--- config.mk ---
export PLATFORM = sky130hd
export DESIGN_NAME = dcache_flush_engine
export DESIGN_NICKNAME = d
export VERILOG_FILES = /design/src/rtl/dcf_pkg.sv /design/src/rtl/dcf_walk_ctr.sv /design/src/rtl/dcf_wb_stage.sv /design/src/rtl/dcache_flush_engine.sv
export SDC_FILE = /design/constraint.sdc
export NUM_CORES = 1
export LEC_CHECK = 0
export BUFFER_PORTS_ARGS = -buffer_cell sky130_fd_sc_hd__buf_4
export CORE_AREA = 2 2 227 229
export DETAILED_ROUTE_END_ITERATION = 8
export DIE_AREA = 0 0 229 231
export PLACE_DENSITY = 0.55
export SLEW_MARGIN = 20
export SYNTH_ARGS = -nofsm -noshare
export SYNTH_HDL_FRONTEND = slang
export SYNTH_SLANG_ARGS = --single-unit
export TNS_END_PERCENT = 50
--- constraint.sdc ---
create_clock -name clk -period 4.7 [get_ports clk]
set_clock_uncertainty 0.15 [all_clocks]
set_input_delay 0.235 -clock clk [delete_from_list [all_inputs] [get_ports clk]]
set_output_delay 0.235 -clock clk [all_outputs]
set_load 0.02 [all_outputs]
--- src/rtl/dcf_pkg.sv ---
package dcf_pkg;

    typedef enum logic [2:0] {
        ST_IDLE,
        ST_LOOK,
        ST_EVAL,
        ST_WB,
        ST_INV,
        ST_DONE
    } dcf_state_e;

    typedef struct packed {
        logic valid;
        logic dirty;
    } dcf_line_st_t;

    typedef enum logic [1:0] {
        ACT_SKIP,
        ACT_DROP,
        ACT_FLUSH
    } dcf_act_e;

    function automatic dcf_act_e dcf_classify(dcf_line_st_t st);
        if (!st.valid) begin
            return ACT_SKIP;
        end
        if (st.dirty) begin
            return ACT_FLUSH;
        end
        return ACT_DROP;
    endfunction

endpackage

--- src/rtl/dcf_walk_ctr.sv ---
module dcf_walk_ctr #(
    parameter int WAY_W = 2,
    parameter int SET_W = 8
) (
    input  logic             clk,
    input  logic             rst,
    input  logic             clear_i,
    input  logic             step_i,
    output logic [WAY_W-1:0] way_o,
    output logic [SET_W-1:0] set_o,
    output logic             last_o
);
    localparam int LINE_W = WAY_W + SET_W;

    logic [LINE_W-1:0] line_q;

    always_ff @(posedge clk) begin
        if (rst || clear_i) begin
            line_q <= '0;
        end else if (step_i) begin
            line_q <= line_q + 1'b1;
        end
    end

    assign {way_o, set_o} = line_q;
    assign last_o         = &line_q;


    walk_wrap_chk: assert property (@(posedge clk) disable iff (rst)
        (step_i && last_o && !clear_i) |=> (line_q == '0));

endmodule

--- src/rtl/dcf_wb_stage.sv ---
module dcf_wb_stage #(
    parameter int ADDR_W = 32,
    parameter int TAG_W  = 19,
    parameter int SET_W  = 8,
    parameter int OFS_W  = 5,
    parameter int DATA_W = 256
) (
    input  logic              clk,
    input  logic              rst,
    input  logic              load_i,
    input  logic [TAG_W-1:0]  tag_i,
    input  logic [SET_W-1:0]  set_i,
    input  logic [DATA_W-1:0] data_i,
    input  logic              ack_i,
    output logic              req_o,
    output logic [ADDR_W-1:0] addr_o,
    output logic [DATA_W-1:0] data_o
);
    always_ff @(posedge clk) begin
        if (rst) begin
            req_o  <= 1'b0;
            addr_o <= '0;
            data_o <= '0;
        end else if (load_i) begin
            req_o  <= 1'b1;
            addr_o <= {tag_i, set_i, {OFS_W{1'b0}}};
            data_o <= data_i;
        end else if (ack_i) begin
            req_o  <= 1'b0;
        end
    end


    wb_hold_chk: assert property (@(posedge clk) disable iff (rst)
        (req_o && !ack_i && !load_i) |=> (req_o && $stable(addr_o) && $stable(data_o)));

endmodule

--- src/rtl/dcache_flush_engine.sv ---
module dcache_flush_engine #(
    parameter int ADDR_W      = 32,
    parameter int CACHE_BYTES = 32768,
    parameter int WAYS        = 4,
    parameter int LINE_BYTES  = 32
) (
    input  logic                                          clk,
    input  logic                                          rst,
    input  logic                                          start_i,
    output logic                                          busy_o,
    output logic                                          done_o,
    output logic [$clog2(CACHE_BYTES)-1:0]                idx_o,
    output logic                                          rd_o,
    input  logic                                          tag_valid_i,
    input  logic                                          tag_dirty_i,
    input  logic [ADDR_W-$clog2(CACHE_BYTES/WAYS)-1:0]    tag_i,
    input  logic [LINE_BYTES*8-1:0]                       data_i,
    output logic                                          inv_o,
    output logic                                          wb_req_o,
    output logic [ADDR_W-1:0]                             wb_addr_o,
    output logic [LINE_BYTES*8-1:0]                       wb_data_o,
    input  logic                                          wb_ack_i
);
    import dcf_pkg::*;

    localparam int WAY_BYTES = CACHE_BYTES / WAYS;
    localparam int OFS_W     = $clog2(LINE_BYTES);
    localparam int WAY_SHIFT = $clog2(WAY_BYTES);
    localparam int SET_W     = WAY_SHIFT - OFS_W;
    localparam int WAY_W     = $clog2(WAYS);
    localparam int IDX_W     = $clog2(CACHE_BYTES);
    localparam int TAG_W     = ADDR_W - WAY_SHIFT;
    localparam int DATA_W    = LINE_BYTES * 8;

    dcf_state_e       state_q, state_d;
    dcf_act_e         act;
    dcf_line_st_t     line_st;
    logic [WAY_W-1:0] way;
    logic [SET_W-1:0] set;
    logic             last, step, clear, load;

    assign line_st = '{valid: tag_valid_i, dirty: tag_dirty_i};
    assign act     = dcf_classify(line_st);

    always_comb begin
        state_d = state_q;
        unique case (state_q)
            ST_IDLE: if (start_i) state_d = ST_LOOK;
            ST_LOOK: state_d = ST_EVAL;
            ST_EVAL: begin
                unique case (act)
                    ACT_FLUSH: state_d = ST_WB;
                    ACT_DROP:  state_d = ST_INV;
                    default:   state_d = last ? ST_DONE : ST_LOOK;
                endcase
            end
            ST_WB:   if (wb_ack_i) state_d = ST_INV;
            ST_INV:  state_d = last ? ST_DONE : ST_LOOK;
            ST_DONE: state_d = ST_IDLE;
            default: state_d = ST_IDLE;
        endcase
    end

    always_ff @(posedge clk) begin
        if (rst) begin
            state_q <= ST_IDLE;
        end else begin
            state_q <= state_d;
        end
    end

    assign clear = (state_q == ST_IDLE) && start_i;
    assign step  = (state_q == ST_INV) || ((state_q == ST_EVAL) && (act == ACT_SKIP));
    assign load  = (state_q == ST_EVAL) && (act == ACT_FLUSH);

    dcf_walk_ctr #(
        .WAY_W(WAY_W),
        .SET_W(SET_W)
    ) u_walk (
        .clk    (clk),
        .rst    (rst),
        .clear_i(clear),
        .step_i (step),
        .way_o  (way),
        .set_o  (set),
        .last_o (last)
    );

    dcf_wb_stage #(
        .ADDR_W(ADDR_W),
        .TAG_W (TAG_W),
        .SET_W (SET_W),
        .OFS_W (OFS_W),
        .DATA_W(DATA_W)
    ) u_wb (
        .clk   (clk),
        .rst   (rst),
        .load_i(load),
        .tag_i (tag_i),
        .set_i (set),
        .data_i(data_i),
        .ack_i (wb_ack_i),
        .req_o (wb_req_o),
        .addr_o(wb_addr_o),
        .data_o(wb_data_o)
    );

    assign idx_o  = (IDX_W'(way) << WAY_SHIFT) | (IDX_W'(set) << OFS_W);
    assign rd_o   = (state_q == ST_LOOK);
    assign inv_o  = (state_q == ST_INV);
    assign done_o = (state_q == ST_DONE);
    assign busy_o = (state_q != ST_IDLE);


    inv_order_chk: assert property (@(posedge clk) disable iff (rst)
        inv_o |-> ($past(wb_ack_i) || $past(tag_valid_i && !tag_dirty_i)));


    skip_quiet_chk: assert property (@(posedge clk) disable iff (rst)
        ((state_q == ST_EVAL) && !tag_valid_i) |=> (!wb_req_o && !inv_o));


    done_pulse_chk: assert property (@(posedge clk) disable iff (rst)
        done_o |=> (!done_o && !busy_o));


    one_action_chk: assert property (@(posedge clk) disable iff (rst)
        $onehot0({rd_o, inv_o, wb_req_o, done_o}));

endmodule

==> impl_metrics.tcl, run 1 <==
set metrics [dict create \
    rrSetupSlack_ns 1.99 \
    crit_slowest_cell "and4_4" \
    wirelength_um 40400 \
    yosysWarnings 0 \
    rows 83 \
    p_per_area_mw_per_mm2 306 \
    start_util_pct 21.0 \
    port_buffers 578 \
    gr-usage-all-layers_pct 14.4 \
    whs_path_depth 4 \
    htreeDepth 2 \
    synth_seq_area_share_pct 55.9 \
    first_pass_iters 5 \
    vias 11800 \
    yosysUniqueCellTypes 41 \
    relSlewSlack_pct 31.6 \
    place.gp.congestion 0.893 \
    worst_pin_slew_ns 1.03 \
    grt_pass1_wl_um 62500 \
    vdd_ir_drop_max_uv 188 \
    cp.required_ns 4.97 \
    clock-root-buffer "clkbuf_16" \
    period_needed_ns 2.71 \
    detail-route-antenna-nets 0 \
    wire_per_inst_um 14.2 \
    critPathLaunchType "flop" \
    finalCritPeriodShare_pct 57.6 \
    ys_seq_elements 297 \
    ioPinCount 589 \
    drv_cap 0 \
    cts_setup_buffers 0 \
    tns_ns 0 \
    rsz0062_at_grt "no" \
    worstHoldStart "tag_dirty_i" \
    grt-ovfl-total 0 \
    reg2reg_from "state_q[0]" \
    die_area_mm2 0.0529 \
    postSynth.asyncResetShare_pct 0 \
    setup_violations 0 \
    cpPeakStageDelay_ns 0.95 \
    clock_sinks 297 \
    p_leak_nw 7.94 \
    min_to "state_q[0]" \
    crit_type "flop to flop" \
    grt_max_degree 153 \
    timing.rr.end "u_wb.data_o[112]" \
    tritoncts "yes" \
    synth_cells 1331 \
    nets 2422 \
    fin_ws_ns 1.99 \
    dp_hpwl_um 26800 \
    avgSynthCellArea_um2 8.00 \
    maxSlewViolCount 0 \
    fp.dieH_um 231 \
    ctsResizeCount 0 \
    status "completed" \
    arrival_ns 2.97 \
    n_antenna_cell 0 \
    drive_above_1_share_pct 30.1 \
    syn2layout_area_growth_pct 81.6 \
    path_cells "nor2_1 > and4_4 > buf_4 > nand2_1 > a21oi_1" \
    grt_pass1_vias 11900 \
    synth_area_mm2 0.0106 \
    cts_made_buffers 36 \
    antenna_found_initial 0 \
    drc 0 \
    hold_violations 0 \
    fillerInstances 5082 \
    pre_cts_slack_ns 2.01 \
    worstHoldPathType "primary input to flop" \
    drtIter0Drc 554 \
    synthFlopType "dfxtp_1" \
    coreArea_mm2 0.0507 \
    timing.fmax_mhz 370 \
    dieWidth_um 229 \
    cp_max_fo 80 \
    critPathCaptureType "flop" \
    clock_latency_ns 0.51 \
    path_clk_slew_ns 0.06 \
    viasPerCell 4.16 \
    synth_edf_count 0 \
    ff2ff_path_depth 5 \
    cts_buffer_depth 3 \
]
[repair_timing]
item,in CTS,in global routing
hold endpoints to repair,280,0
hold buffers,278,0
setup endpoints to repair,0,0
[synthesized netlist by cell type (2+ instances only)]
master / instances / area, µm²
nand3_1: 2 / 10.0
a21oi_1: 289 / 1450
nor3b_1: 2 / 15.0
nand3b_1: 2 / 15.0
clkbuf_1: 37 / 139
buf_2: 30 / 150
and4_1: 2 / 17.5
nand2b_1: 3 / 18.8
nor2_1: 12 / 45.0
dfxtp_1: 297 / 5950
and3b_1: 2 / 17.5
nand2_1: 572 / 2150
buf_6: 11 / 124
buf_4: 31 / 233
inv_1: 4 / 15.0
xnor2_1: 3 / 26.3
a211oi_2: 2 / 25.0
o21ai_0: 3 / 15.0
o211ai_1: 2 / 15.0
xor2_1: 4 / 35.0
[cell type report]
| class | instances | area [µm²] | share of cell area, % |
|---|---|---|---|
| multi-input cells | 930 | 4080 | 21.1 |
| well taps | 680 | 851 | 4.40 |
| inverters | 4 | 15.0 | 0.0777 |
| clock inverters | 6 | 108 | 0.557 |
| flip-flops and latches | 297 | 5950 | 30.8 |
| clock buffers | 52 | 1030 | 5.34 |
| repair buffers | 871 | 7290 | 37.7 |
[worst max-delay path, delay by kind of cell (launching register included)]
family / cells / cell delay [ns]
flops: 1 / 0.45
buf+inv: 1 / 0.45
compound gates: 1 / 0.15
simple gates: 3 / 1.35
[power by group]
part	total, W	switching (W)	internal [W]
combinational	0.000620	0.000249	0.000371
clock	0.00272	0.00104	0.00168
sequential	0.00257	0.0000226	0.00255
total	0.00591	0.00131	0.00460
[cell usage in the layout, fill, tap and decap left out, types with 2 or more instances in the layout]
| master | instances |
|---|---|
| o21ai_0 | 3 |
| dlygate4sd3_1 | 278 |
| o211ai_1 | 2 |
| xor2_1 | 4 |
| nor2_1 | 12 |
| buf_4 | 588 |
| nand2_1 | 572 |
| dfxtp_1 | 297 |
| conb_1 | 10 |
| clkinv_2 | 2 |
| nand3b_1 | 2 |
| clkbuf_16 | 37 |
| xnor2_1 | 3 |
| clkbuf_8 | 6 |
| nand3_1 | 2 |
| a211oi_2 | 2 |
| nand2b_1 | 3 |
| clkbuf_1 | 10 |
| inv_1 | 4 |
| buf_12 | 4 |
| and3b_1 | 2 |
| bufinv_16 | 3 |
| nor3b_1 | 2 |
| a21oi_1 | 289 |
[per-stage QoR]
step           cell area [µm²]  power [W]  utilization, %  hold slack (ns)  std cells
2_1_floorplan            10700    0.00279               -            0.221       1340
3_3_place_gp             15400    0.00305            30.4            0.292       2504
3_5_place_dp             15400    0.00305            30.4            0.297       2504
4_1_cts                  19300    0.00603            38.1           0.0219       2840
5_1_grt                  19300    0.00617            38.1            0.122       2840
6_report                 19300    0.00591            38.1           0.0736       2840
[registers in the layout, summed over array words and instances, names as in the netlist]
signal / count
u_wb.req_o: 1
u_wb.addr_o: 27
u_wb.data_o: 256
state_q: 3
u_walk.line_q: 10
[worst max-delay path by stage]
stage | to | depth (start not counted) | from
final | u_wb.data_o[112] | 5 | state_q[0]
after global routing | u_wb.data_o[112] | 5 | state_q[0]
after CTS | u_wb.data_o[162] | 5 | state_q[0]
after detailed placement | u_wb.data_o[162] | 5 | state_q[0]
after global placement | u_wb.data_o[156] | 5 | state_q[0]
after floorplan | rd_o | 2 | state_q[0]
[metal layers]
layer	vias to the layer above	track usage, %	wire, µm
met1	5451	16.6	16300
met5	-	0	0
met2	391	25.4	20300
li1	5881	-	-
met3	91	3.90	2550
met4	0	5.62	1340
[cell families (layout without fill, tap and decap cells)]
kind of cell / count (synthesis) / after routing / synth area share (%)
AO/OA/AOI/OAI: 305 / 305 / 14.8
XOR/XNOR: 7 / 7 / 0.576
adder cells (fa/ha/maj): 1 / 1 / 0.118
buffers and inverters: 113 / 933 / 6.21
flip-flops: 297 / 297 / 55.9
other: 1 / 10 / 0.0352
AND/OR/NAND/NOR: 607 / 607 / 22.4
No activity file was read; power rests on OpenSTA's default activity.
==> inputs of run 2 (changes only) <==
ABC_AREA = 1   (was default)
CORE_AREA = 2 2 226 228   (was 2 2 227 229)
DIE_AREA = 0 0 228 230   (was 0 0 229 231)
clock period = 2.6 ns   (was 4.7 ns; I/O delays follow)
==> run 2 against run 1 <==
Against the previous run:
- total power increased by 85%
- sequential share of layout area fell by 0.57 points
- worst setup slack got worse by 1.8 ns
- area after synthesis decreased by 0.65%
- final cell count grew 2.2%
- cell area rose by 1.9%
- synthesized cell count is 2.1% higher
- count of clock-buffer cells in the layout did not move
- global-route usage rose by 0.78 points
- via count rose by 3.8%
- first-iteration DRC count increased by 1.6%
- sequential power rose by 83%
- highest routed layer unchanged
==> impl_metrics.tcl, run 2 <==
set metrics [dict create \
    most-common-layout-cells "nand2_1, buf_4, dlygate4sd3_1" \
    clock_latency_ns 0.52 \
    p_clk_share_pct 44.3 \
    dp_hpwl_um 27100 \
    cp_max_fo 54 \
    drive_above_1_share_pct 29.4 \
    critPathCaptureType "flop" \
    synth_area_mm2 0.0106 \
    synth_cells 1359 \
    grt_pass1_wl_um 65500 \
    postSynth.asyncResetShare_pct 0 \
    yosys-mux-area-fraction_pct 0 \
    wirelength_um 42800 \
    synthTopCellsByCount "nand2_1, dfxtp_1, a21oi_1, buf_4, clkbuf_1" \
    hold_violations 0 \
    synth_top_family_by_area "simple AND/OR/NAND/NOR gates" \
    min_to "u_wb.data_o[226]" \
    path_cells "nor2_2 > nand2_1 > inv_2 > nand3_4 > clkinv_8 > buf_4 > nand2_1 > a21oi_1 > dlygate4sd3_1" \
    cpPeakStageDelay_ns 0.58 \
    netlist.area_leader.share_pct 56.2 \
    synth_top_area_cell "dfxtp_1" \
    nets 2489 \
    vias 12300 \
    coreArea_mm2 0.0499 \
    synth_compound_gate_area_share_pct 14.3 \
    gr-usage-all-layers_pct 15.2 \
    p_int_w 0.00833 \
    grt_pass1_vias 12500 \
    grt-ovfl-total 0 \
    hold-worst-slack_ns 0.259 \
    antenna_found_initial 0 \
    drv_cap 0 \
    setup_violations 0 \
    cp.buffers_inverters 4 \
    yosys.area_share.simple_pct 22.6 \
    critPathLaunchType "flop" \
    yosysUniqueCellTypes 23 \
    combPwrFrac_pct 12.7 \
    postLayoutCoreUtil_pct 39.5 \
    synth-xor-area-share_pct 0.248 \
    viasPerCell 4.22 \
    ff2ff_path_depth 9 \
    clock-root-buffer "clkbuf_16" \
    crit_type "flop to flop" \
    syn2layout_area_growth_pct 86.2 \
    p_per_area_mw_per_mm2 555 \
    tritoncts "yes" \
    cts_made_buffers 35 \
    arrival_ns 2.67 \
    vdd_ir_drop_max_uv 361 \
    yosysWarnings 0 \
    seqPwrFrac_pct 43.0 \
    start_util_pct 21.2 \
    worstHoldStart "data_i[226]" \
    final_common_cell "nand2_1" \
    tns_ns 0 \
    avgSynthCellArea_um2 7.78 \
    synth_edf_count 0 \
    first_pass_iters 5 \
    whs_path_depth 4 \
    wire_per_inst_um 14.7 \
    rsz0062_at_grt "no" \
    rrSetupSlack_ns 0.24 \
    largest_reg_flops 256 \
    synthAdderAreaFrac_pct 0.118 \
    switching_power_w 0.00259 \
    die_area_mm2 0.0524 \
    synth.most_common_cell "nand2_1" \
    ioPinCount 589 \
    fp.dieH_um 230 \
    rows 82 \
    top_regs "u_wb.data_o: 256 flops, u_wb.addr_o: 27 flops, u_walk.line_q: 10 flops" \
    crit_slowest_cell "dlygate4sd3_1" \
    cp.required_ns 2.91 \
    p_leak_nw 8.24 \
    place.gp.congestion 0.917 \
    crit_path_frequent_cell "nand2_1" \
    n_antenna_cell 0 \
    worstHoldPathType "primary input to flop" \
    synth_seq_area_share_pct 56.2 \
    drtIter0Drc 563 \
    clock_sinks 297 \
    reg2reg_from "state_q[2]" \
    period_needed_ns 2.36 \
    largest_register "u_wb.data_o" \
    timing.fmax_mhz 423 \
    grt_max_degree 132 \
    detail-route-antenna-nets 0 \
    swShare_pct 23.7 \
    path_clk_slew_ns 0.06 \
    port_buffers 578 \
    path_delay_family "buffers and inverters" \
    timing.rr.end "u_wb.addr_o[15]" \
    synthFlopType "dfxtp_1" \
    status "completed" \
    dieWidth_um 228 \
    drc 0 \
    maxSlewViolCount 0 \
    htreeDepth 2 \
    cts_buffer_depth 3 \
    yosys-top-cells-area "dfxtp_1, nand2_1, a21oi_1" \
    ys_seq_elements 297 \
    finalCritPeriodShare_pct 90.8 \
    worst_pin_slew_ns 0.608 \
    relSlewSlack_pct 59.5 \
]
==> run 2: cell types whose count changed in the layout (fill, tap and decap cells not counted), sizes merged, moves of 4 or more <==
cell | previous run | this run
a21oi | 290 | 294
buf | 592 | 597
clkinv | 2 | 8
dlygate4sd3 | 278 | 307
inv | 4 | 21
nand2 | 572 | 601
nand3 | 2 | 7
==> run 2: worst max-delay path by stage <==
| stage | slack, ns | cells past startpoint | startpoint | endpoint |
|---|---|---|---|---|
| floorplan | 1.09 | 6 | state_q[2] | u_walk.line_q[1] |
| global placement | 0.53 | 8 | state_q[2] | u_wb.data_o[100] |
| detailed placement | 0.52 | 8 | state_q[2] | u_wb.data_o[158] |
| CTS | 0.08 | 9 | state_q[2] | u_wb.addr_o[18] |
| global route | 0.09 | 9 | state_q[2] | u_wb.data_o[218] |
| finish | 0.24 | 9 | state_q[2] | u_wb.addr_o[15] |
==> run 2: timing repair <==
item	CTS	global route
resized for setup	0	3
buffers inserted	0	0
hold buffers	307	0
setup endpoints to repair	0	12
endpoints found under the hold margin	291	0
==> run 2: final cells by class <==
cell class	instances	area [µm²]
flip-flops and latches	297	5950
clock buffers	52	1060
repair buffers	906	7680
fillers	4933	30200
clock inverters	9	76.3
well taps	672	841
inverters	22	95.1
multi-input cells	945	3990
==> run 2: logic make-up (layout without fill, tap and decap cells) <==
logic type / Yosys count / in the layout
and+or+nand+nor: 629 / 629
xor gates and xnor gates: 3 / 3
other: 1 / 10
buffers and inverters: 126 / 989
adders and majority gates: 1 / 1
AOI/OAI and AO/OA: 302 / 302
DFF: 297 / 297
==> run 2: worst reg2reg max path, stage by stage (launching register included) <==
cell           delay, ns
dfxtp_1             0.36
nor2_2              0.17
nand2_1             0.09
inv_2               0.10
nand3_4             0.10
clkinv_8            0.24
buf_4               0.30
nand2_1             0.08
a21oi_1             0.14
dlygate4sd3_1       0.58
==> run 2: power by group through the flow <==
stage	registers, W	clock network, W	logic [W]
2_1_floorplan	0.00490	0	0.000331
6_report	0.00470	0.00484	0.00138
4_1_cts	0.00470	0.00499	0.00136
5_1_grt	0.00471	0.00518	0.00148
3_5_place_dp	0.00480	0	0.000999
3_3_place_gp	0.00479	0	0.000989
==> run 2: through the flow <==
step / area, µm² / power [W] / worst slack (ns) / cells
3_3_place_gp: 15400 / 0.00578 / 0.534 / 2534
6_report: 19700 / 0.0109 / 0.238 / 2903
3_5_place_dp: 15400 / 0.00580 / 0.520 / 2534
2_1_floorplan: 10600 / 0.00523 / 1.09 / 1368
5_1_grt: 19700 / 0.0114 / 0.0892 / 2903
4_1_cts: 19700 / 0.0111 / 0.0778 / 2902
==> run 2: metal layers <==
metal,track usage [%],part of all wire [%],vias to the layer above
li1,-,-,6006
met1,17.2,40,5664
met2,26.9,50,483
met3,3.72,6.3,108
met4,6.92,4.0,0
met5,0,0,-
==> inputs of run 3 (changes only) <==
CTS_BUF_LIST = sky130_fd_sc_hd__clkbuf_4 sky130_fd_sc_hd__clkbuf_8   (was default)
==> run 3 against run 2 <==
Against the previous run:
- core utilization is 0.80 points higher
- critical path depth stayed put
- final cell count is 2.4% higher
- sequential power hardly changed
- fmax is 0.36% lower
- combinational power hardly changed
- global-route usage is 0.44 points higher
- first-iteration DRC count is 9.1% higher
- worst hold slack worse by 0.069 ns
- clock power is 5.4% lower
- wire length is 2.6% higher
- register-to-register slack hardly changed
- largest cell class unchanged
==> impl_metrics.tcl, run 3 (synthesis gave the netlist of run 2 again) <==
set metrics [dict create \
    wl_met1_um 17200 \
    drv_cap 0 \
    finalCritPeriodShare_pct 91.2 \
    p_clk_share_pct 42.9 \
    vdd_ir_drop_max_uv 340 \
    swShare_pct 24.5 \
    relSlewSlack_pct 59.4 \
    detail-route-antenna-nets 0 \
    met3WireLength_um 2970 \
    drtIter0Drc 614 \
    cts_made_buffers 52 \
    path_clk_slew_ns 0.06 \
    critPathCaptureType "flop" \
    ioPinCount 589 \
    fillerInstances 4874 \
    fin_area_mm2 0.0201 \
    largest_reg_flops 256 \
    path_delay_family "buffers and inverters" \
    top_layer_used "met4" \
    place_area_mm2 0.0154 \
    dp.cells 2534 \
    cts_buffer_depth 3 \
    clock_sinks 297 \
    wirelength_um 43900 \
    seqPwrFrac_pct 44.0 \
    setup_violations 0 \
    fp.dieH_um 230 \
    cpPeakStageDelay_ns 0.56 \
    wire_per_inst_um 14.8 \
    p_int_w 0.00807 \
    instances_no_fill 2974 \
    dp_hpwl_um 27100 \
    cts_setup_buffers 0 \
    viasPerCell 4.26 \
    cp_max_fo 66 \
    most-common-layout-cells "nand2_1, buf_4, dlygate4sd3_1" \
    final_common_cell "nand2_1" \
    dieWidth_um 228 \
    timing.fmax_mhz 422 \
    crit_path_frequent_cell "nand2_1" \
    first_pass_iters 5 \
    htreeDepth 2 \
    status "completed" \
    worstHoldPathType "primary input to flop" \
    rows 82 \
    p_leak_nw 8.40 \
    largest_register "u_wb.data_o" \
    hold_violations 0 \
    port_buffers 578 \
    grt_pass1_vias 12900 \
    wl_met2_um 21700 \
    antenna_found_initial 0 \
    cp.required_ns 2.98 \
    tritoncts "yes" \
    tns_ns 0 \
    combPwrFrac_pct 13.1 \
    hold-worst-slack_ns 0.190 \
    syn2layout_area_growth_pct 90.0 \
    crit_type "flop to flop" \
    coreArea_mm2 0.0499 \
    period_needed_ns 2.37 \
    switching_power_w 0.00262 \
    place.gp.congestion 0.917 \
    arrival_ns 2.75 \
    die_area_mm2 0.0524 \
    path_cells "nor2_2 > nand2_1 > inv_2 > nand3_4 > buf_4 > buf_16 > nand2_1 > a21oi_1 > dlygate4sd3_1" \
    postLayoutCoreUtil_pct 40.3 \
    drc 0 \
    maxSlewViolCount 0 \
    crit_slowest_cell "dlygate4sd3_1" \
    p_per_area_mw_per_mm2 532 \
    nets 2547 \
    start_util_pct 21.2 \
    grt-ovfl-total 0 \
    grt_pass1_wl_um 67400 \
    drive_above_1_share_pct 30.1 \
    top_regs "u_wb.data_o: 256 flops, u_wb.addr_o: 27 flops, u_walk.line_q: 10 flops" \
    clock_latency_ns 0.59 \
    critPathLaunchType "flop" \
    rsz0062_at_grt "no" \
    grt_max_degree 132 \
    gr-usage-all-layers_pct 15.6 \
    clock-root-buffer "clkbuf_8" \
    vias 12700 \
    cp.buffers_inverters 4 \
    worst_pin_slew_ns 0.609 \
]
[run 3: through the flow]
step / total power (W) / worst slack, ns
global route: 0.0111 / 0.0552
global placement: 0.00578 / 0.534
floorplan: 0.00523 / 1.09
detailed placement: 0.00580 / 0.520
finish: 0.0107 / 0.230
CTS: 0.0108 / 0.0954
[run 3: power by group through the flow]
stage	clock network, W	logic, W	registers [W]
2_1_floorplan	0	0.000331	0.00490
3_3_place_gp	0	0.000989	0.00479
3_5_place_dp	0	0.000999	0.00480
4_1_cts	0.00475	0.00138	0.00470
5_1_grt	0.00494	0.00150	0.00471
6_report	0.00458	0.00140	0.00470
[run 3: layer usage]
metal	GRT usage (%)	vias to the layer above
met3	4.18	144
met5	0	-
met1	17.4	5884
met2	27.3	516
met4	8.21	0
li1	-	6134
[run 3: cell type report]
| class | instances | area, µm² | share of cell area (%) |
|---|---|---|---|
| Timing Repair Buffer | 947 | 8090 | 40.3 |
| Sequential cell | 297 | 5950 | 29.6 |
| Multi-Input combinational cell | 945 | 3990 | 19.9 |
| Clock buffer | 79 | 1040 | 5.19 |
| Tap cell | 672 | 841 | 4.19 |
| Inverter | 22 | 95.1 | 0.473 |
| Clock inverter | 11 | 80.1 | 0.399 |
| Antenna cell | 1 | 2.50 | 0.0125 |
[run 3: timing repair]
item,4_1_cts,5_1_grt
endpoints found under the setup margin,0,19
resized for setup,0,3
endpoints found under the hold margin,296,0
hold buffers,348,0
[run 3: worst paths after layout]
path	startpoint	end	slack, ns	depth (start not counted)
max reg2reg	state_q[2]	u_wb.data_o[213]	0.23	9
min reg2reg	u_wb.data_o[131]	u_wb.data_o[131]	0.31	2
max	state_q[2]	u_wb.data_o[213]	0.23	9
min	data_i[226]	u_wb.data_o[226]	0.19	4
[run 3: tightest hold or removal path, cell delays in order]
cell	delay, ns
dlygate4sd3_1	0.52
buf_4	0.09
nand2_1	0.04
a21oi_1	0.10
